`config.mk`:
```
export PLATFORM = sky130hd
export DESIGN_NAME = exc_unit
export DESIGN_NICKNAME = d
export VERILOG_FILES = /design/src/rtl/exc_pkg.sv /design/src/rtl/ovf_detect.sv /design/src/rtl/exc_select.sv /design/src/rtl/exc_unit.sv
export SDC_FILE = /design/constraint.sdc
export NUM_CORES = 1
export LEC_CHECK = 0
export ABC_CLOCK_PERIOD_IN_PS = 2700
export CAP_MARGIN = 25
export CELL_PAD_IN_SITES_DETAIL_PLACEMENT = 0
export CELL_PAD_IN_SITES_GLOBAL_PLACEMENT = 1
export CORE_MARGIN = 4
export CORE_UTILIZATION = 18
export CTS_CLUSTER_DIAMETER = 200
export DETAILED_ROUTE_END_ITERATION = 7
export PLACE_DENSITY_LB_ADDON = 0.1
export SLEW_MARGIN = 10
export SYNTH_ARGS = -nofsm -noshare
export SYNTH_HDL_FRONTEND = slang
export SYNTH_SLANG_ARGS = --single-unit
```
`constraint.sdc`:
```
create_clock -name clk -period 2.7 [get_ports clk]
set_clock_uncertainty 0.2 [all_clocks]
set_input_delay 0.54 -clock clk [delete_from_list [all_inputs] [get_ports clk]]
set_output_delay 0.54 -clock clk [all_outputs]
set_load 0.01 [all_outputs]
```
`src/rtl/exc_pkg.sv`:
```
package exc_pkg;

    // Kind of exception raised by the current instruction; the encoding
    // order is also the vector slot order.
    typedef enum logic [1:0] {
        EXC_UNDEF = 2'd0,
        EXC_OVF   = 2'd1,
        EXC_NONE  = 2'd3
    } exc_kind_e;

endpackage

```
`src/rtl/ovf_detect.sv`:
```
module ovf_detect #(
    parameter int XLEN = 32
) (
    input  logic            is_add,
    input  logic            is_sub,
    input  logic [XLEN-1:0] a,
    input  logic [XLEN-1:0] b,
    input  logic [XLEN-1:0] res,
    output logic            ovf
);
    localparam int MSB = XLEN - 1;

    logic sa, sb, sr;
    logic add_ovf, sub_ovf;

    always_comb begin
        sa = a[MSB];
        sb = b[MSB];
        sr = res[MSB];
        // Same-sign operands whose sum flips sign.
        add_ovf = (sa == sb) && (sr != sa);
        // Opposite-sign operands whose difference leaves the sign of a.
        sub_ovf = (sa != sb) && (sr != sa);
        ovf = (is_add && add_ovf) || (is_sub && sub_ovf);
    end
endmodule

```
`src/rtl/exc_select.sv`:
```
module exc_select
    import exc_pkg::*;
#(
    parameter int              XLEN       = 32,
    parameter int              CAUSE_W    = 8,
    parameter int              UND_BIT    = 2,
    parameter int              OVF_BIT    = 5,
    parameter logic [XLEN-1:0] VEC_BASE   = 32'hC000_0000,
    parameter logic [XLEN-1:0] VEC_STRIDE = 32'h0000_0020,
    parameter logic [XLEN-1:0] COMMON_VEC = 32'h8000_0180
) (
    input  logic               undef,
    input  logic               ovf,
    input  logic               vec_mode,
    output exc_kind_e          kind,
    output logic [XLEN-1:0]    target,
    output logic [CAUSE_W-1:0] flags
);
    localparam int              N_SLOTS = 2;
    localparam logic [XLEN-1:0] UND_VEC = VEC_BASE + XLEN'(int'(EXC_UNDEF)) * VEC_STRIDE;
    localparam logic [XLEN-1:0] OVF_VEC = VEC_BASE + XLEN'(int'(EXC_OVF)) * VEC_STRIDE;

    logic [XLEN-1:0] slot_addr [N_SLOTS];
    logic [XLEN-1:0] vec_addr;

    assign slot_addr[0] = UND_VEC;
    assign slot_addr[1] = OVF_VEC;

    always_comb begin
        // Undefined opcode outranks overflow.
        if (undef)    kind = EXC_UNDEF;
        else if (ovf) kind = EXC_OVF;
        else          kind = EXC_NONE;

        vec_addr = (kind == EXC_OVF) ? slot_addr[1] : slot_addr[0];
        target   = vec_mode ? vec_addr : COMMON_VEC;

        flags = '0;
        case (kind)
            EXC_UNDEF: flags[UND_BIT] = 1'b1;
            EXC_OVF:   flags[OVF_BIT] = 1'b1;
            default:   flags = '0;
        endcase
    end
endmodule

```
`src/rtl/exc_unit.sv`:
```
module exc_unit
    import exc_pkg::*;
#(
    parameter int              XLEN       = 32,
    parameter int              CAUSE_W    = 8,
    parameter int              UND_BIT    = 2,
    parameter int              OVF_BIT    = 5,
    parameter int              INSN_BYTES = 4,
    parameter logic [XLEN-1:0] VEC_BASE   = 32'hC000_0000,
    parameter logic [XLEN-1:0] VEC_STRIDE = 32'h0000_0020,
    parameter logic [XLEN-1:0] COMMON_VEC = 32'h8000_0180
) (
    input  logic               clk,
    input  logic               rst_n,
    input  logic               vec_mode,
    input  logic               op_undef,
    input  logic               op_add,
    input  logic               op_sub,
    input  logic [XLEN-1:0]    alu_a,
    input  logic [XLEN-1:0]    alu_b,
    input  logic [XLEN-1:0]    alu_res,
    input  logic [XLEN-1:0]    pc_plus4,
    input  logic               rf_we_in,
    input  logic               dm_we_in,
    output logic               rf_we,
    output logic               dm_we,
    output logic               redirect_valid,
    output logic [XLEN-1:0]    redirect_pc,
    output logic [XLEN-1:0]    epc,
    output logic [CAUSE_W-1:0] cause
);
    localparam logic [XLEN-1:0] PC_STEP = XLEN'(INSN_BYTES);

    typedef struct packed {
        logic [XLEN-1:0]    epc;
        logic [CAUSE_W-1:0] cause;
    } exc_state_t;

    exc_state_t st_d, st_q;

    logic               ovf_hit;
    exc_kind_e          kind;
    logic [XLEN-1:0]    target;
    logic [CAUSE_W-1:0] flags;
    logic               take;

    ovf_detect #(.XLEN(XLEN)) u_ovf (
        .is_add (op_add),
        .is_sub (op_sub),
        .a      (alu_a),
        .b      (alu_b),
        .res    (alu_res),
        .ovf    (ovf_hit)
    );

    exc_select #(
        .XLEN       (XLEN),
        .CAUSE_W    (CAUSE_W),
        .UND_BIT    (UND_BIT),
        .OVF_BIT    (OVF_BIT),
        .VEC_BASE   (VEC_BASE),
        .VEC_STRIDE (VEC_STRIDE),
        .COMMON_VEC (COMMON_VEC)
    ) u_sel (
        .undef    (op_undef),
        .ovf      (ovf_hit),
        .vec_mode (vec_mode),
        .kind     (kind),
        .target   (target),
        .flags    (flags)
    );

    always_comb begin
        take = (kind != EXC_NONE);
        st_d = st_q;
        if (take) begin
            st_d.epc   = pc_plus4 - PC_STEP;
            st_d.cause = flags;
        end
    end

    always_ff @(posedge clk or negedge rst_n) begin
        if (!rst_n) st_q <= '0;
        else        st_q <= st_d;
    end

    assign rf_we          = rf_we_in && !take;
    assign dm_we          = dm_we_in && !take;
    assign redirect_valid = take;
    assign redirect_pc    = target;
    assign epc            = st_q.epc;
    assign cause          = st_q.cause;
endmodule

```
### After elaboration in Yosys (flattened, before gate mapping)

Cells that the tools add are included.

* $add $sub $neg: 1
* eq/ne operators: 5
* mux-type cells: 6
* reductions and logical operators: 9

Operators by type and width (number)
* $mux 32: 1
* $sub 32x3->32 const B: 1
* $logic_and 1x1->1: 6
* $mux 6: 1
* $mux 2: 2
* $eq 2x1->1 const B: 1
* $logic_not 2->1: 1
* $mux 1: 2
* $ne 1x1->1: 2
* $ne 2x2->1 const B: 1
* $eq 1x1->1: 1
* $logic_not 1->1: 1
* $logic_or 1x1->1: 1

* bits in registers: 34
* input bits: 136
* output and inout port bits: 75
* word-level logic and storage cells: 23

### Depth between registers and ports, before layout

Gate-level depths: netlist of the first run.

* depth in word-level cells: 9
* mapped depth: 7
* depth with buffers taken out: 6

### By module

Synthesis of the first run repeated with hierarchy kept, for this count alone.

* cell total of the unflattened synthesis: 248
* area, all modules: 2348.5 µm²

Modules (own cells, without submodules)
* exc_unit: instances 1, cells an instance 199, area each 1994.4 µm², sequential area each 1001.0 µm²
* exc_select: instances 1, cells an instance 44, area each 307.8 µm², sequential area each 0.0 µm²
* ovf_detect: instances 1, cells an instance 5, area each 46.3 µm², sequential area each 0.0 µm²

### Least setup slack after synthesis of the first run

Ideal clock, no wire load.

* path type: input port to output port
* start: in op_sub
* end: out redirect_valid
* arrival: 1969 ps
* required time: 1960 ps
* setup slack: -9 ps
* cell stages on the path: 6
* buffers on the path: 2
* path through: and2_1 -> mux4_2 -> nor2_1 -> inv_2 -> clkbuf_1 -> buf_1

* cells in the longest elaborated chain, start to end: 5

RTL lines
* start: declaration: RTL line exc_unit.sv:18 `input logic op_sub,`
* $logic_and 1x1->1: RTL line ovf_detect.sv:24 `ovf = (is_add && add_ovf) || (is_sub && sub_ovf);`
* $logic_or 1x1->1: RTL line ovf_detect.sv:24
* $mux 2: RTL line exc_select.sv:32 `else if (ovf) kind = EXC_OVF;`
* $mux 2: RTL line exc_select.sv:31 `if (undef) kind = EXC_UNDEF;`
* $ne 2x2->1: RTL line exc_unit.sv:74 `take = (kind != EXC_NONE);`
* end: declaration: RTL line exc_unit.sv:27 `output logic redirect_valid,`

Every way passes these cells.

### Worst setup path after layout of the first run

* start: in pc_plus4[16]
* end: reg st_q, in the netlist epc[31]

* cells in the longest elaborated chain, start to end: 1

RTL lines
* start: declaration: RTL line exc_unit.sv:22 `input logic [XLEN-1:0] pc_plus4,`
* $sub 32x3->32: RTL line exc_unit.sv:77 `st_d.epc = pc_plus4 - PC_STEP;`
* end signal: assignment: RTL line exc_unit.sv:84 `else st_q <= st_d;`
* end: declaration: RTL line exc_unit.sv:39 `exc_state_t st_d, st_q;`

Every way passes these cells.
A chain may end at the register's enable or synchronous reset.

==> reports/metrics.yaml, run 1 <==
fp-row-count: 40
synthMuxAreaShare: 0.0553
r2r-end: "epc[28]"
ys_top_cells_by_count: "36 x buf_4, 34 x dfrtp_1, 17 x nor3_1, 12 x a31oi_1, 11 x clkbuf_1"
synth_top_area_frac: 0.380
setup_viol: 0
cts_max_level: 2
clk_pin_slew_ns: 0.06
syn_inst: 238
synth_top_family_by_area: "simple AND/OR/NAND/NOR gates"
use_met2: 0.181
die_w_um: 120
syn_to_final_growth_pct: 64.0
slew_viol_final: 0
arrival_ns: 2.61
yosys-top-cells-area: "dfrtp_1 38%, buf_4 12%, xnor2_1 3.9%"
slew_headroom: 0.447
syn_area_per_cell_um2: 9.41
grt_overflow: 0
fin_cells: 534
start_util: 0.185
synth_edf_count: 0
synth_flop_cell: "dfrtp_1"
outcome: "complete, no violations"
numPortBuffers: 83
hold_slack_ns: 0.162
grt_pass1_wl_um: 12100
finalHoldViolCount: 0
worst_slew_pin_slew_ns: 0.829
startpoint_type: "input pin"
synthSimpleGateAreaFrac: 0.221
synth_compound_area_frac: 0.139
hold_path.class: "input pin to async pin"
drtIter0Drc: 69
r2r_cells: 2
die_h_um: 120
dp.cells: 525
r2r_slack_ns: 1.74
fin_nets: 503
p_per_area_mw_per_mm2: 480
design.die.area_mm2: 0.0143
drt-pass1-iter-count: 4
clock-sinks: 34
fill_cells: 1333
synth_largest_area_cell: "dfrtp_1"
r2r_start: "epc[28]"
min_period_ns: 2.61
num_io_pins: 211
met3_usage: 0.0226
route.detailed.drc: 0
cts_buffers: 5
ys_warn_count: 0
synthAdderAreaFrac: 0.00559
async_flop_share: 1.00
fin_crit_sh: 0.966
ys_types: 44
crit_fanout: 4
timing.setup.tns_ns: 0
grt_pass1_vias: 2304
clock-root-buffer: "clkbuf_16"
power_leakage_nw: 1.51
avgRoutedWirePerCell_um: 14.5
grt_max_degree: 35
synth-seq-cells: 34
rsz0062_at_grt: "no"
via_count: 2188
cts_tree: "yes"
hpwlAfterDp_um: 5800
cp.required_ns: 2.70
finalWirelength_um: 7750
grt.busiest_layer: "met2"
vdd_drop_max_mv: 0.247
grt_util_met1: 0.136
ys_seq_area_frac: 0.380
vias_per_cell: 4.10
drv_cap: 0
gp_congestion: 0.751
yosysMostFrequentCell: "buf_4"
core_region_area_mm2: 0.0121
n_antenna_cell: 0
fmax_mhz: 383
cts_buffer_depth: 2
antenna_found_initial: 0
clock_latency_ns: 0.27
synth_xor_area_frac: 0.0469
post-route-util: 0.303
drive_above_1_share: 0.260
grt_usage: 0.106
synth.cell_area_mm2: 0.00224
cp-end-kind: "register"
worst-setup-path-type: "input pin to register"
ant_nets: 0
-- report_power, final --
part           switching, mW  internal (mW)  total (mW)
Clock                  0.219          0.456       0.675
Combinational          0.220          0.266       0.486
Sequential            0.0319          0.570       0.602
Total                  0.471           1.29        1.76
-- worst max path at each step --
stage,end,from
3_3_place_gp,redirect_pc[5],alu_res[31]
3_5_place_dp,redirect_pc[5],alu_res[31]
5_1_grt,epc[31],pc_plus4[16]
2_1_floorplan,redirect_valid,op_sub
6_report,epc[31],pc_plus4[16]
4_1_cts,epc[31],pc_plus4[28]
-- routing by layer --
layer / vias up / part of all wire
met2: 70 / 0.49
met4: 0 / 0.011
li1: 1067 / -
met3: 9 / 0.055
met1: 1042 / 0.45
met5: - / 0
-- repair_timing --
action,4_1_cts,5_1_grt
buffers inserted,2,0
pin swaps,3,6
hold buffers,0,0
setup endpoints to repair,6,9
resized for setup,18,11
-- final cells by class --
class | instances | area (µm²) | area share
Multi-Input combinational cell | 183 | 1200 | 0.327
Timing Repair Buffer | 137 | 1220 | 0.333
Tap cell | 168 | 210 | 0.0572
Clock buffer | 6 | 139 | 0.0378
Sequential cell | 34 | 851 | 0.232
Inverter | 5 | 18.8 | 0.00511
Clock inverter | 1 | 30.0 | 0.00818
-- metrics by stage --
step / worst slack [ns] / total power [mW] / instance area [µm²]
finish: 0.0906 / 1.76 / 3670
global route: 0.00157 / 1.86 / 3670
CTS: 0.00488 / 1.80 / 3660
detailed placement: -0.554 / 1.11 / 3470
global placement: -0.523 / 1.11 / 3470
floorplan: 0.0908 / 0.825 / 2360
-- flip-flops by register name, summed over array words and instances (netlist names) --
| register | flops |
|---|---|
| epc | 32 |
| cause | 2 |
-- critical path, cell delays in order --
cell and delay [ns]:
clkdlybuf4s50_1 0.45, or4_4 0.47, or4_4 0.50, or4_4 0.48
a31oi_1 0.16
-- cell families after synthesis --
| logic type | after synthesis |
|---|---|
| mux | 9 |
| fa+ha+maj | 1 |
| buf+inv | 53 |
| compound gates | 45 |
| xor+xnor | 12 |
| flops | 34 |
| simple gates | 82 |
| other cells | 2 |
-- layout by cell type, fill, tap and decap left out, types with 3 or more instances in the layout --
| cell | Yosys | routed |
|---|---|---|
| a31oi_1 | 12 | 12 |
| buf_2 | 0 | 3 |
| buf_4 | 36 | 54 |
| clkbuf_16 | 0 | 5 |
| clkdlybuf4s50_1 | 0 | 67 |
| conb_1 | 2 | 34 |
| dfrtp_1 | 34 | 34 |
| dlygate4sd2_1 | 0 | 6 |
| dlymetal6s2s_1 | 0 | 6 |
| inv_1 | 3 | 3 |
| mux2_2 | 7 | 7 |
| nand2_1 | 6 | 6 |
| nand3_1 | 10 | 10 |
| nor2_1 | 6 | 5 |
| nor3_1 | 17 | 16 |
| nor4_1 | 3 | 3 |
| o21ai_0 | 9 | 9 |
| o31ai_1 | 8 | 8 |
| o41ai_1 | 4 | 4 |
| or2_2 | 5 | 5 |
| or3_1 | 5 | 5 |
| or3_2 | 3 | 3 |
| or4_1 | 8 | 6 |
| or4_4 | 3 | 6 |
| xnor2_1 | 10 | 10 |
Power figures use the tool's default switching activity.
==> run 2: changes to the inputs <==
--- a/config.mk
+++ b/config.mk
@@ -5,16 +5,18 @@
 export SDC_FILE = /design/constraint.sdc
 export NUM_CORES = 1
 export LEC_CHECK = 0
-export ABC_CLOCK_PERIOD_IN_PS = 2700
+export ABC_CLOCK_PERIOD_IN_PS = 3250
 export CAP_MARGIN = 25
 export CELL_PAD_IN_SITES_DETAIL_PLACEMENT = 0
 export CELL_PAD_IN_SITES_GLOBAL_PLACEMENT = 1
 export CORE_MARGIN = 4
-export CORE_UTILIZATION = 18
+export CORE_UTILIZATION = 23
 export CTS_CLUSTER_DIAMETER = 200
 export DETAILED_ROUTE_END_ITERATION = 7
 export PLACE_DENSITY_LB_ADDON = 0.1
+export RECOVER_POWER = 100
 export SLEW_MARGIN = 10
 export SYNTH_ARGS = -nofsm -noshare
 export SYNTH_HDL_FRONTEND = slang
+export SYNTH_HIERARCHICAL = 1
 export SYNTH_SLANG_ARGS = --single-unit
==> constraint.sdc (replaced) <==
create_clock -name clk -period 3.25 [get_ports clk]
set_clock_uncertainty 0.2 [all_clocks]
set_input_delay 0.65 -clock clk [delete_from_list [all_inputs] [get_ports clk]]
set_output_delay 0.65 -clock clk [all_outputs]
set_load 0.01 [all_outputs]
==> reports/metrics.yaml, run 2 <==
power_leakage_nw: 1.32
die_h_um: 109
slew_headroom: -0.0526
final_cell_mix: "43 x dlygate4sd3_1, 41 x clkdlybuf4s50_1, 40 x nor2_1, 40 x dfrtp_1, 34 x conb_1"
worst_slew_pin_slew_ns: 1.58
yosys-top-cells-area: "dfrtp_1 43%, buf_4 12%, xnor2_1 8.2%"
syn_to_final_growth_pct: 43.5
vdd_drop_max_mv: 0.137
core_region_area_mm2: 0.00986
min_period_ns: 3.11
slew_viol_final: 29
grt_util_met1: 0.134
fin_nets: 478
hold_path.class: "input pin to async pin"
syn_area_per_cell_um2: 9.47
vias_per_cell: 4.08
clk_pin_slew_ns: 0.08
synth_flop_cell: "dfrtp_1"
cts_buffers: 5
multiInputGateArea_mm2: 0.00115
cts_buffer_depth: 2
async_flop_share: 1.00
largest_reg_flops: 32
ys_top_cells_by_count: "40 x dfrtp_1, 40 x nor2_1, 36 x buf_4, 26 x a21oi_1, 22 x xnor2_1"
clock-sinks: 40
setup_viol: 0
clock-root-buffer: "clkbuf_8"
cp-end-kind: "output pin"
hpwlAfterDp_um: 4840
violations: "max-capacitance violations, max-slew violations"
fin_crit_sh: 0.958
finalWirelength_um: 6290
arrival_ns: 2.26
fin_area_mm2: 0.00337
grt.busiest_layer: "met2"
numPortBuffers: 89
grt_max_degree: 50
grt_usage: 0.106
synth_top_area_frac: 0.426
gp_congestion: 0.686
avgRoutedWirePerCell_um: 13.2
cts_tree: "yes"
synth_edf_count: 0
path_cells: "clkdlybuf4s50_1, or4bb_1, nand4_1, buf_4, and3b_1, dlygate4sd2_1"
layout_commonest_cell: "dlygate4sd3_1"
route.detailed.drc: 0
ys_types: 37
drv_cap: 1
cp.buffers_inverters: 3
start_util: 0.238
finalHoldViolCount: 0
met3_usage: 0.0302
seqCellArea_mm2: 0.00100
outcome: "complete, but fails checks"
startpoint_type: "input pin"
grt_pass1_wl_um: 9730
p_per_area_mw_per_mm2: 363
crit_fanout: 2
fill_cells: 1039
num_io_pins: 211
cpMaxStageDelayCell: "or4bb_1"
crit_family: "buffers and inverters"
grt_overflow: 0
drive_above_1_share: 0.102
cts_max_level: 2
hold_slack_ns: 0.198
fmax_mhz: 321
drt-pass1-iter-count: 4
pre_cts_slack_ns: -0.0945
postPlaceCellArea_mm2: 0.00328
ys_seq_area_frac: 0.426
antenna_found_initial: 0
synth-seq-cells: 40
worst-setup-path-type: "input pin to output pin"
via_count: 1940
ant_nets: 0
max_stage_delay_ns: 0.49
grt_pass1_vias: 1945
ctsHoldBuffers: 0
fp-row-count: 36
syn_inst: 248
cp.required_ns: 2.40
n_antenna_cell: 0
rsz0062_at_grt: "no"
die_w_um: 109
clock_latency_ns: 0.29
synth.cell_area_mm2: 0.00235
drtIter0Drc: 74
synth_largest_area_cell: "dfrtp_1"
design.die.area_mm2: 0.0119
setup_ws_ns: 0.135
use_met2: 0.176
ys_warn_count: 6
[run 2: routing by layer]
layer / wire [µm] / up-vias
met3: 440 / 2
li1: - / 970
met4: 40 / 0
met5: 0 / -
met1: 2800 / 898
met2: 3010 / 70
[run 2: layout make-up]
| cell class | count | share of cell area |
|---|---|---|
| Multi-Input combinational cell | 191 | 0.340 |
| Tap cell | 133 | 0.0494 |
| Timing Repair Buffer | 99 | 0.282 |
| Inverter | 4 | 0.00445 |
| Clock buffer | 8 | 0.0267 |
| Sequential cell | 40 | 0.297 |
[run 2: repair_timing]
| item | CTS | global route |
|---|---|---|
| gates resized for setup | 4 | 0 |
| buffers inserted | 1 | 0 |
| setup endpoints to repair | 4 | 0 |
[run 2: where the power goes]
group          switching (mW)  total [mW]  internal [mW]
combinational           0.145       0.304          0.158
clock                   0.179       0.352          0.174
sequential             0.0228       0.567          0.544
total                   0.347        1.22          0.876
[run 2: path summary, 6_finish.rpt]
kind | startpoint | to | depth (start not counted) | slack [ns]
max reg2reg | cause[3] | cause[3] | 1 | 2.30
max in group asynchronous | rst_n | epc[0] | 2 | 0.73
min in group clk | cause[2] | cause[2] | 1 | 0.30
max | op_add | redirect_pc[5] | 6 | 0.14
min | rst_n | epc[10] | 1 | 0.20
min reg2reg | cause[2] | cause[2] | 1 | 0.30
[run 2: kinds of logic (layout without fill, tap and decap cells)]
kind of cell,Yosys count,in the layout,synth area share
simple gates,89,89,0.215
flops,40,40,0.426
other cells,2,34,0.00320
fa+ha+maj,1,1,0.00533
compound gates,33,33,0.0767
mux,10,10,0.0479
xor+xnor,24,24,0.0895
buf+inv,49,111,0.136
[run 2: stage by stage]
step	cells	TNS, ns	total power, mW	util
floorplan	280	0	0.732	-
global placement	465	-0.201	0.906	0.332
detailed placement	465	-0.281	0.908	0.332
CTS	474	0	1.27	0.342
global route	475	0	1.30	0.342
finish	475	0	1.22	0.342
==> run 3: changes to the inputs <==
--- a/config.mk
+++ b/config.mk
@@ -9,7 +9,7 @@
 export CAP_MARGIN = 25
 export CELL_PAD_IN_SITES_DETAIL_PLACEMENT = 0
 export CELL_PAD_IN_SITES_GLOBAL_PLACEMENT = 1
-export CORE_MARGIN = 4
+export CORE_MARGIN = 3
 export CORE_UTILIZATION = 23
 export CTS_CLUSTER_DIAMETER = 200
 export DETAILED_ROUTE_END_ITERATION = 7
==> reports/metrics.yaml, run 3 (synthesis results as in run 2) <==
outcome: "complete, no violations"
fmax_mhz: 322
power_switching_mw: 0.340
fin_nets: 476
design.die.area_mm2: 0.0115
min_period_ns: 3.10
cp-end-kind: "output pin"
fin_area_mm2: 0.00333
via_count: 1947
worst_slew_pin_slew_ns: 1.47
power_leakage_nw: 1.31
grt_pass1_wl_um: 9690
crit_end: "dm_we"
ant_nets: 0
crit_fanout: 3
multiInputGateArea_mm2: 0.00113
p_per_area_mw_per_mm2: 357
slew_headroom: 0.0181
die_h_um: 107
fin_crit_sh: 0.954
sequentialPowerShare: 0.475
syn_to_final_growth_pct: 41.8
drtIter0Drc: 42
route.detailed.drc: 0
worst-setup-path-type: "input pin to output pin"
largest_reg_flops: 32
arrival_ns: 2.25
antenna_found_initial: 0
n_antenna_cell: 0
slew_viol_final: 0
r2r-end: "epc[1]"
core_region_area_mm2: 0.00986
cts_max_level: 2
grt_pass1_vias: 1906
final_cell_mix: "44 x dlygate4sd3_1, 40 x nor2_1, 40 x dfrtp_1, 40 x clkdlybuf4s50_1, 34 x conb_1"
finalWirelength_um: 6130
postPlaceCellArea_mm2: 0.00328
clock-sinks: 40
drv_cap: 0
cts_buffers: 5
grt_overflow: 0
grt_usage: 0.106
drive_above_1_share: 0.0914
clock-root-buffer: "clkbuf_8"
clk_pin_slew_ns: 0.08
ctsHoldBuffers: 0
vdd_drop_max_mv: 0.154
hold_slack_ns: 0.232
clock_latency_ns: 0.29
p_int_mw: 0.849
rsz0062_at_grt: "no"
fill_cells: 1041
r2r_cells: 1
vias_per_cell: 4.13
comb_power_share: 0.256
hold_path.class: "input pin to async pin"
gp_congestion: 0.702
num_io_pins: 211
avgRoutedWirePerCell_um: 13.0
drt-pass1-iter-count: 4
r2r_slack_ns: 2.30
numPortBuffers: 89
swShare: 0.286
pwr-share-clk: 0.269
cts_buffer_depth: 2
hpwlAfterDp_um: 4620
start_util: 0.238
post-route-util: 0.338
r2r_start: "epc[1]"
seqCellArea_mm2: 0.00100
worstSetupStartpoint: "op_add"
die_w_um: 107
layout_commonest_cell: "dlygate4sd3_1"
cp.required_ns: 2.40
cts_tree: "yes"
setup_viol: 0
finalHoldViolCount: 0
grt_max_degree: 58
startpoint_type: "input pin"
fp-row-count: 36
==> run 3: worst min-delay path by stage <==
stage | cells after the start | from | slack, ns | to
2_1_floorplan | 0 | rst_n | 0.15 | cause[0]
3_3_place_gp | 1 | cause[5] | 0.29 | cause[5]
3_5_place_dp | 1 | epc[0] | 0.30 | epc[0]
4_1_cts | 1 | epc[0] | 0.32 | epc[0]
5_1_grt | 1 | rst_n | 0.30 | epc[14]
6_report | 1 | rst_n | 0.23 | epc[14]
==> run 3: timing repair <==
item	4_1_cts	5_1_grt
hold endpoints to repair	0	0
setup buffers	0	0
setup endpoints to repair	4	0
resized for setup	4	0
==> run 3: per-stage QoR <==
step | total power [mW] | TNS [ns] | worst slack (ns) | instances
6_report | 1.19 | 0 | 0.148 | 472
2_1_floorplan | 0.732 | 0 | 0.243 | 280
3_3_place_gp | 0.908 | -0.209 | -0.0795 | 464
5_1_grt | 1.26 | 0 | 0.0608 | 472
3_5_place_dp | 0.909 | -0.249 | -0.0875 | 464
4_1_cts | 1.24 | 0 | 0.137 | 471
==> run 3: cell type report <==
type                            instances  share of cell area
Clock buffer                            6              0.0218
Clock inverter                          1             0.00150
Inverter                                4             0.00451
Multi-Input combinational cell        191               0.339
Sequential cell                        40               0.301
Tap cell                              133              0.0500
Timing Repair Buffer                   97               0.283
==> run 3: power groups by stage <==
stage	Sequential, mW	Combinational [mW]	Clock (mW)
after floorplan	0.601	0.131	0
after global placement	0.578	0.329	0
after detailed placement	0.578	0.331	0
after CTS	0.568	0.331	0.341
after global routing	0.573	0.333	0.355
final	0.565	0.304	0.320
==> run 3: critical path, cell delays in order <==
cell and delay, ns:
clkdlybuf4s50_1 0.47, or4bb_1 0.47, nand4_1 0.15, nor2_1 0.09
and3_1 0.14, dlygate4sd2_1 0.28
==> run 3: metal layers <==
metal	global-route usage	vias to the layer above	wire, µm
li1	-	965	-
met1	0.138	899	2820
met2	0.171	77	2800
met3	0.0319	6	439
met4	0.0301	0	74
met5	0	-	0
